## src/rtl/pa_pkg.sv

```systemverilog
package pa_pkg;

    typedef enum logic [1:0] {
        SEL_CNT_HI = 2'd0,
        SEL_CNT_LO = 2'd1,
        SEL_CTRL   = 2'd2,
        SEL_FLAG   = 2'd3
    } reg_sel_e;

    // bit 0 chain, 1 irq enable, 2 run, 3 lower falling, 4 upper falling
    typedef struct packed {
        logic fall_hi;
        logic fall_lo;
        logic run;
        logic irq_en;
        logic chain;
    } ctrl_t;

    localparam int unsigned CTRL_W = $bits(ctrl_t);

    function automatic logic edge_hit(input logic cur, input logic prev, input logic falling);
        return falling ? (prev & ~cur) : (cur & ~prev);
    endfunction

endpackage

```

## src/rtl/pa_edge_sync.sv

```systemverilog
module pa_edge_sync #(
    parameter int unsigned STAGES = 2
) (
    input  logic clk,
    input  logic rst,
    input  logic pin_i,
    input  logic falling_i,
    output logic hit_o
);
    import pa_pkg::*;

    // STAGES synchroniser flops plus one history flop for edge detection
    logic [STAGES:0] chain_q;

    always_ff @(posedge clk) begin
        if (rst) chain_q <= '0;
        else     chain_q <= {chain_q[STAGES-1:0], pin_i};
    end

    assign hit_o = edge_hit(chain_q[STAGES-1], chain_q[STAGES], falling_i);

endmodule

```

## src/rtl/pa_byte_counter.sv

```systemverilog
module pa_byte_counter #(
    parameter int unsigned W = 8
) (
    input  logic         clk,
    input  logic         rst,
    input  logic         inc_i,
    input  logic         ld_i,
    input  logic [W-1:0] ld_val_i,
    output logic [W-1:0] cnt_o,
    output logic         wrap_o
);
    localparam logic [W-1:0] TOP = '1;

    assign wrap_o = inc_i & ~ld_i & (cnt_o == TOP);

    always_ff @(posedge clk) begin
        if (rst)        cnt_o <= '0;
        else if (ld_i)  cnt_o <= ld_val_i;
        else if (inc_i) cnt_o <= cnt_o + 1'b1;
    end


    step_chk: assert property (@(posedge clk) disable iff (rst)
        (inc_i && !ld_i) |=> cnt_o == $past(cnt_o) + 1'b1);


    hold_chk: assert property (@(posedge clk) disable iff (rst)
        (!inc_i && !ld_i) |=> $stable(cnt_o));


    load_wins_chk: assert property (@(posedge clk) disable iff (rst)
        ld_i |=> cnt_o == $past(ld_val_i));

endmodule

```

## src/rtl/pa_cascade_pair.sv

```systemverilog
module pa_cascade_pair #(
    parameter int unsigned CNT_W       = 8,
    parameter int unsigned SYNC_STAGES = 2
) (
    input  logic               clk,
    input  logic               rst,
    input  logic               evt_lo_i,
    input  logic               evt_hi_i,
    input  logic               bus_wr_i,
    input  logic               bus_word_i,
    input  logic [1:0]         bus_sel_i,
    input  logic [2*CNT_W-1:0] bus_wdata_i,
    output logic [2*CNT_W-1:0] bus_rdata_o,
    output logic               irq_o
);
    import pa_pkg::*;

    localparam int unsigned NCH  = 2;   // index 0 lower, 1 upper
    localparam int unsigned DW   = 2 * CNT_W;

    reg_sel_e         sel;
    ctrl_t            ctrl_q;
    logic             flag_q;
    logic [NCH-1:0]   pin;
    logic [NCH-1:0]   fall;
    logic [NCH-1:0]   hit;
    logic [NCH-1:0]   inc;
    logic [NCH-1:0]   ld;
    logic [NCH-1:0]   wrap;
    logic [CNT_W-1:0] ld_val [NCH];
    logic [CNT_W-1:0] cnt    [NCH];
    logic             wr_ctrl;
    logic             wr_clr;

    assign sel     = reg_sel_e'(bus_sel_i);
    assign pin     = {evt_hi_i, evt_lo_i};
    assign fall    = {ctrl_q.fall_hi, ctrl_q.fall_lo};
    assign wr_ctrl = bus_wr_i && (sel == SEL_CTRL);
    assign wr_clr  = bus_wr_i && (sel == SEL_FLAG) && bus_wdata_i[0];

    // register port decode for the count loads
    assign ld[1]     = bus_wr_i && (sel == SEL_CNT_HI);
    assign ld_val[1] = bus_word_i ? bus_wdata_i[DW-1:CNT_W] : bus_wdata_i[CNT_W-1:0];
    assign ld[0]     = bus_wr_i && ((sel == SEL_CNT_LO) || (sel == SEL_CNT_HI && bus_word_i));
    assign ld_val[0] = bus_wdata_i[CNT_W-1:0];

    // increment sources: upper byte takes the carry when chained
    assign inc[0] = ctrl_q.run & hit[0];
    assign inc[1] = ctrl_q.run & (ctrl_q.chain ? wrap[0] : hit[1]);

    for (genvar g = 0; g < NCH; g++) begin : g_ch
        pa_edge_sync #(.STAGES(SYNC_STAGES)) u_sync (
            .clk       (clk),
            .rst       (rst),
            .pin_i     (pin[g]),
            .falling_i (fall[g]),
            .hit_o     (hit[g])
        );

        pa_byte_counter #(.W(CNT_W)) u_cnt (
            .clk      (clk),
            .rst      (rst),
            .inc_i    (inc[g]),
            .ld_i     (ld[g]),
            .ld_val_i (ld_val[g]),
            .cnt_o    (cnt[g]),
            .wrap_o   (wrap[g])
        );
    end

    always_ff @(posedge clk) begin
        if (rst)          ctrl_q <= '0;
        else if (wr_ctrl) ctrl_q <= ctrl_t'(bus_wdata_i[CTRL_W-1:0]);
    end

    // set has priority over the write-one clear
    always_ff @(posedge clk) begin
        if (rst)          flag_q <= 1'b0;
        else if (wrap[1]) flag_q <= 1'b1;
        else if (wr_clr)  flag_q <= 1'b0;
    end

    assign irq_o = flag_q & ctrl_q.irq_en;

    always_comb begin
        bus_rdata_o = '0;
        case (sel)
            SEL_CNT_HI: begin
                if (bus_word_i) bus_rdata_o = {cnt[1], cnt[0]};
                else            bus_rdata_o[CNT_W-1:0] = cnt[1];
            end
            SEL_CNT_LO: bus_rdata_o[CNT_W-1:0] = cnt[0];
            SEL_CTRL:   bus_rdata_o[CTRL_W-1:0] = ctrl_q;
            SEL_FLAG:   bus_rdata_o[0] = flag_q;
            default:    bus_rdata_o = '0;
        endcase
    end


    carry_chk: assert property (@(posedge clk) disable iff (rst)
        (ctrl_q.chain && ctrl_q.run && wrap[0] && !ld[1]) |=> cnt[1] == $past(cnt[1]) + 1'b1);


    flag_src_chk: assert property (@(posedge clk) disable iff (rst)
        $rose(flag_q) |-> $past(wrap[1]));


    flag_clr_chk: assert property (@(posedge clk) disable iff (rst)
        (wr_clr && !wrap[1]) |=> !flag_q);


    word_wr_chk: assert property (@(posedge clk) disable iff (rst)
        (ld[1] && bus_word_i) |=> {cnt[1], cnt[0]} == $past(bus_wdata_i));


    irq_chk: assert property (@(posedge clk) disable iff (rst)
        irq_o |-> (flag_q && ctrl_q.irq_en));

endmodule

```

## config.mk

```make
export PLATFORM = sky130hd
export DESIGN_NAME = pa_cascade_pair
export DESIGN_NICKNAME = d
export VERILOG_FILES = /design/src/rtl/pa_pkg.sv /design/src/rtl/pa_edge_sync.sv /design/src/rtl/pa_byte_counter.sv /design/src/rtl/pa_cascade_pair.sv
export SDC_FILE = /design/constraint.sdc
export NUM_CORES = 1
export LEC_CHECK = 0
export BUFFER_PORTS_ARGS = -buffer_cell sky130_fd_sc_hd__buf_2
export CAP_MARGIN = 20
export CORE_AREA = 8 8 80 82
export CTS_CLUSTER_DIAMETER = 80
export CTS_CLUSTER_SIZE = 8
export DETAILED_ROUTE_END_ITERATION = 10
export DIE_AREA = 0 0 88 90
export PLACE_DENSITY = 0.66
export SLEW_MARGIN = 5
export SYNTH_ARGS = -nofsm -noshare
export SYNTH_HDL_FRONTEND = slang
export SYNTH_SLANG_ARGS = --single-unit
```

## constraint.sdc

```tcl
create_clock -name clk -period 2.05 [get_ports clk]
set_input_delay 0.205 -clock clk [delete_from_list [all_inputs] [get_ports clk]]
set_output_delay 0.205 -clock clk [all_outputs]
set_load 0.05 [all_outputs]
```

==> flow_summary.json <==
{
  "p_clk_frac": 0.297,
  "ys_warn_count": 0,
  "coreArea_um2": 5236,
  "synth_top_area_frac": 0.3223,
  "via_per_inst": 5.372,
  "setup_viol": 0,
  "arrival_ns": 2.09,
  "hold_viol": 0,
  "grt_max_degree": 23,
  "die_h_um": 90,
  "end_kind": "register",
  "synth_top_cell_by_area": "dfxtp_1",
  "crit_family": "compound AO/OA/AOI/OAI gates",
  "grtUsageTotal": 0.1253,
  "cts_htree_levels": 1,
  "drc": 0,
  "worstHoldPathType": "input pin to register",
  "p_sw_mw": 0.3561,
  "min_period_ns": 1.910,
  "seq_area_frac_synth": 0.3223,
  "seqPwrFrac": 0.510,
  "syn_nets": 234,
  "initial_utilization": 0.3321,
  "fmax_mhz": 523.5,
  "p_per_area_nw_per_um2": 564.4,
  "cp-start-kind": "register",
  "cts.root.buffer_cell": "clkbuf_8",
  "cp_slowest_stage_delay_ns": 0.43,
  "clock_path_buffers": 2,
  "routed_wl_um": 4906,
  "maxCapViolCount": 0,
  "critPathMaxFanout": 5,
  "swShare": 0.2980,
  "synth_top_flop_cell": "dfxtp_1",
  "ioPinCount": 41,
  "synth_top_cells_by_count": "28 x dfxtp_1, 22 x nand2_1, 14 x a211oi_1",
  "pwr-share-comb": 0.194,
  "synth.avg_cell_area_um2": 8.361,
  "via_count": 1735,
  "wl_per_cell_um": 15.19,
  "gp_congestion": 0.7689,
  "firstDrtPassIters": 4,
  "path_cells": "and4_1 > nand2_1 > o41ai_4 > buf_4 > a31oi_1 > a311o_1",
  "slew_viol_final": 0,
  "nets": 278,
  "ant_nets": 0,
  "cp_data_required_time_ns": 2.23,
  "cts_hold_buffers": 0,
  "fin_crit_sh": 0.9318,
  "run_status": "finished clean",
  "insertion_delay_ns": 0.28,
  "synth_cell_types": 39,
  "peakVddDrop_v": 0.0002180,
  "portBuffers": 40,
  "leakage_nw": 0.9186,
  "fp.dieW_um": 88,
  "yosysMostFrequentCell": "dfxtp_1",
  "numCtsBuffers": 3,
  "n_antenna_cell": 0,
  "syn_area_um2": 1739,
  "relSlewSlack": 0.6616,
  "fin_skew_ns": 0.008889,
  "area_growth_syn_to_layout_pct": 21.73,
  "rsz0062_at_grt": "false",
  "synth-seq-cells": 28,
  "setup_tns_ns": 0,
  "critical_path_class": "register to register",
  "cts_tree": "yes",
  "crit_buf_inv": 1,
  "grt_overflow": 0,
  "p_total_mw": 1.195,
  "p_int_mw": 0.8389,
  "cts.sinks": 28,
  "drt_iter0_drc": 100,
  "cp_slowest_cell": "o41ai_4",
  "grt_pass1_vias": 1631,
  "rows": 27,
  "async_reset_ff_frac": 0,
  "tightest_slew_ns": 0.5064,
  "dp_hpwl_um": 3683,
  "netlist_instances": 208,
  "synthTopCellsByArea": "dfxtp_1 32%, mux2i_1 6.9%, a211oi_1 6.0%",
  "antenna_found_initial": 0,
  "grt_pass1_wl_um": 8038,
  "drive_gt1_frac": 0.2669,
  "die_area_um2": 7920,
  "clk_pin_slew_worst_paths_ns": 0.10,
  "synth_edf_count": 0
}
[per-stage QoR]
stage	hold slack [ns]	area, µm²	util	setup slack, ns	instances
2_1_floorplan	0.3332	1739	-	0.09270	208
3_3_place_gp	0.4190	2043	0.3902	0.1512	317
3_5_place_dp	0.4213	2043	0.3902	0.07344	317
4_1_cts	0.1290	2098	0.4007	0.05159	321
5_1_grt	0.1252	2117	0.4043	0.03218	323
6_report	0.1332	2117	0.4043	0.1398	323
[state kept, by name (all words and copies together), names as in the netlist]
name and count:
ctrl_q 5, flag_q 1, g_ch.u_cnt.cnt_o 16, g_ch.u_sync.chain_q 6
[worst register-to-register path, cell delays in order (launching register included)]
cell and delay, ns:
dfxtp_1 0.42, and4_1 0.26, nand2_1 0.10, o41ai_4 0.43, buf_4 0.18, a31oi_1 0.08
a311o_1 0.33
[final cells by class]
class,count,area [µm²]
clock buffer,4,55.05
sequential,28,560.5
fill,540,3119
tap,72,90.09
timing repair buffer,53,301.5
multi-input combinational,165,1106
inverter,1,3.754
[layout by cell type, fill, tap and decap left out, types with 2 or more instances in the layout]
| cell | n |
|---|---|
| nor3b_1 | 4 |
| nor3b_2 | 2 |
| dfxtp_1 | 28 |
| nor2_1 | 13 |
| buf_4 | 12 |
| nand4_1 | 7 |
| nor4b_1 | 2 |
| a311o_1 | 3 |
| mux2_2 | 2 |
| a211oi_1 | 14 |
| buf_2 | 40 |
| and4_1 | 2 |
| and2_1 | 3 |
| mux2i_1 | 12 |
| clkbuf_8 | 4 |
| nor2b_1 | 13 |
| o21ai_0 | 10 |
| xor2_1 | 5 |
| and3_1 | 12 |
| nand3_1 | 7 |
| a21oi_1 | 13 |
| nand2_1 | 22 |
| xnor2_1 | 3 |
| ha_1 | 2 |
[power groups by stage]
stage          Sequential (mW)  Clock, mW  Combinational [mW]
2_1_floorplan            0.606          0               0.160
3_3_place_gp             0.621          0               0.227
3_5_place_dp             0.621          0               0.229
4_1_cts                  0.609      0.360               0.231
5_1_grt                  0.614      0.381               0.255
6_report                 0.609      0.354               0.231
[per-layer routing]
layer	track usage	vias up	share of wire
met4	0.03443	0	0.010
met5	0	-	0
li1	-	847	-
met3	0.03276	6	0.068
met1	0.1741	826	0.50
met2	0.1827	56	0.42
[worst paths after layout]
check / depth (start not counted) / end / start / slack, ns
worst max-delay path: 6 / g_ch[1].u_cnt.cnt_o[4]$_SDFFE_PP0P_ / g_ch[0].u_cnt.cnt_o[3]$_SDFFE_PP0P_ / 0.14
worst min-delay path: 2 / g_ch[0].u_sync.chain_q[0]$_SDFF_PP0_ / evt_lo_i / 0.13
worst max register to register: 6 / g_ch[1].u_cnt.cnt_o[4]$_SDFFE_PP0P_ / g_ch[0].u_cnt.cnt_o[3]$_SDFFE_PP0P_ / 0.14
worst min register to register: 1 / g_ch[0].u_sync.chain_q[1]$_SDFF_PP0_ / g_ch[0].u_sync.chain_q[0]$_SDFF_PP0_ / 0.46
[cell families after synthesis]
logic type | count (synthesis) | share of synthesized area
flops | 28 | 0.3223
compound gates | 47 | 0.1928
simple gates | 94 | 0.3065
buf+inv | 15 | 0.04172
mux | 14 | 0.08202
xor+xnor | 8 | 0.04029
fa+ha+maj | 2 | 0.01439
[timing repair]
| action | in CTS | in global routing |
|---|---|---|
| resized for setup | 0 | 1 |
| hold endpoints to repair | 0 | 0 |
| endpoints found under the setup margin | 0 | 4 |
| buffers inserted | 0 | 2 |
(Power assumes the default switching activity.)
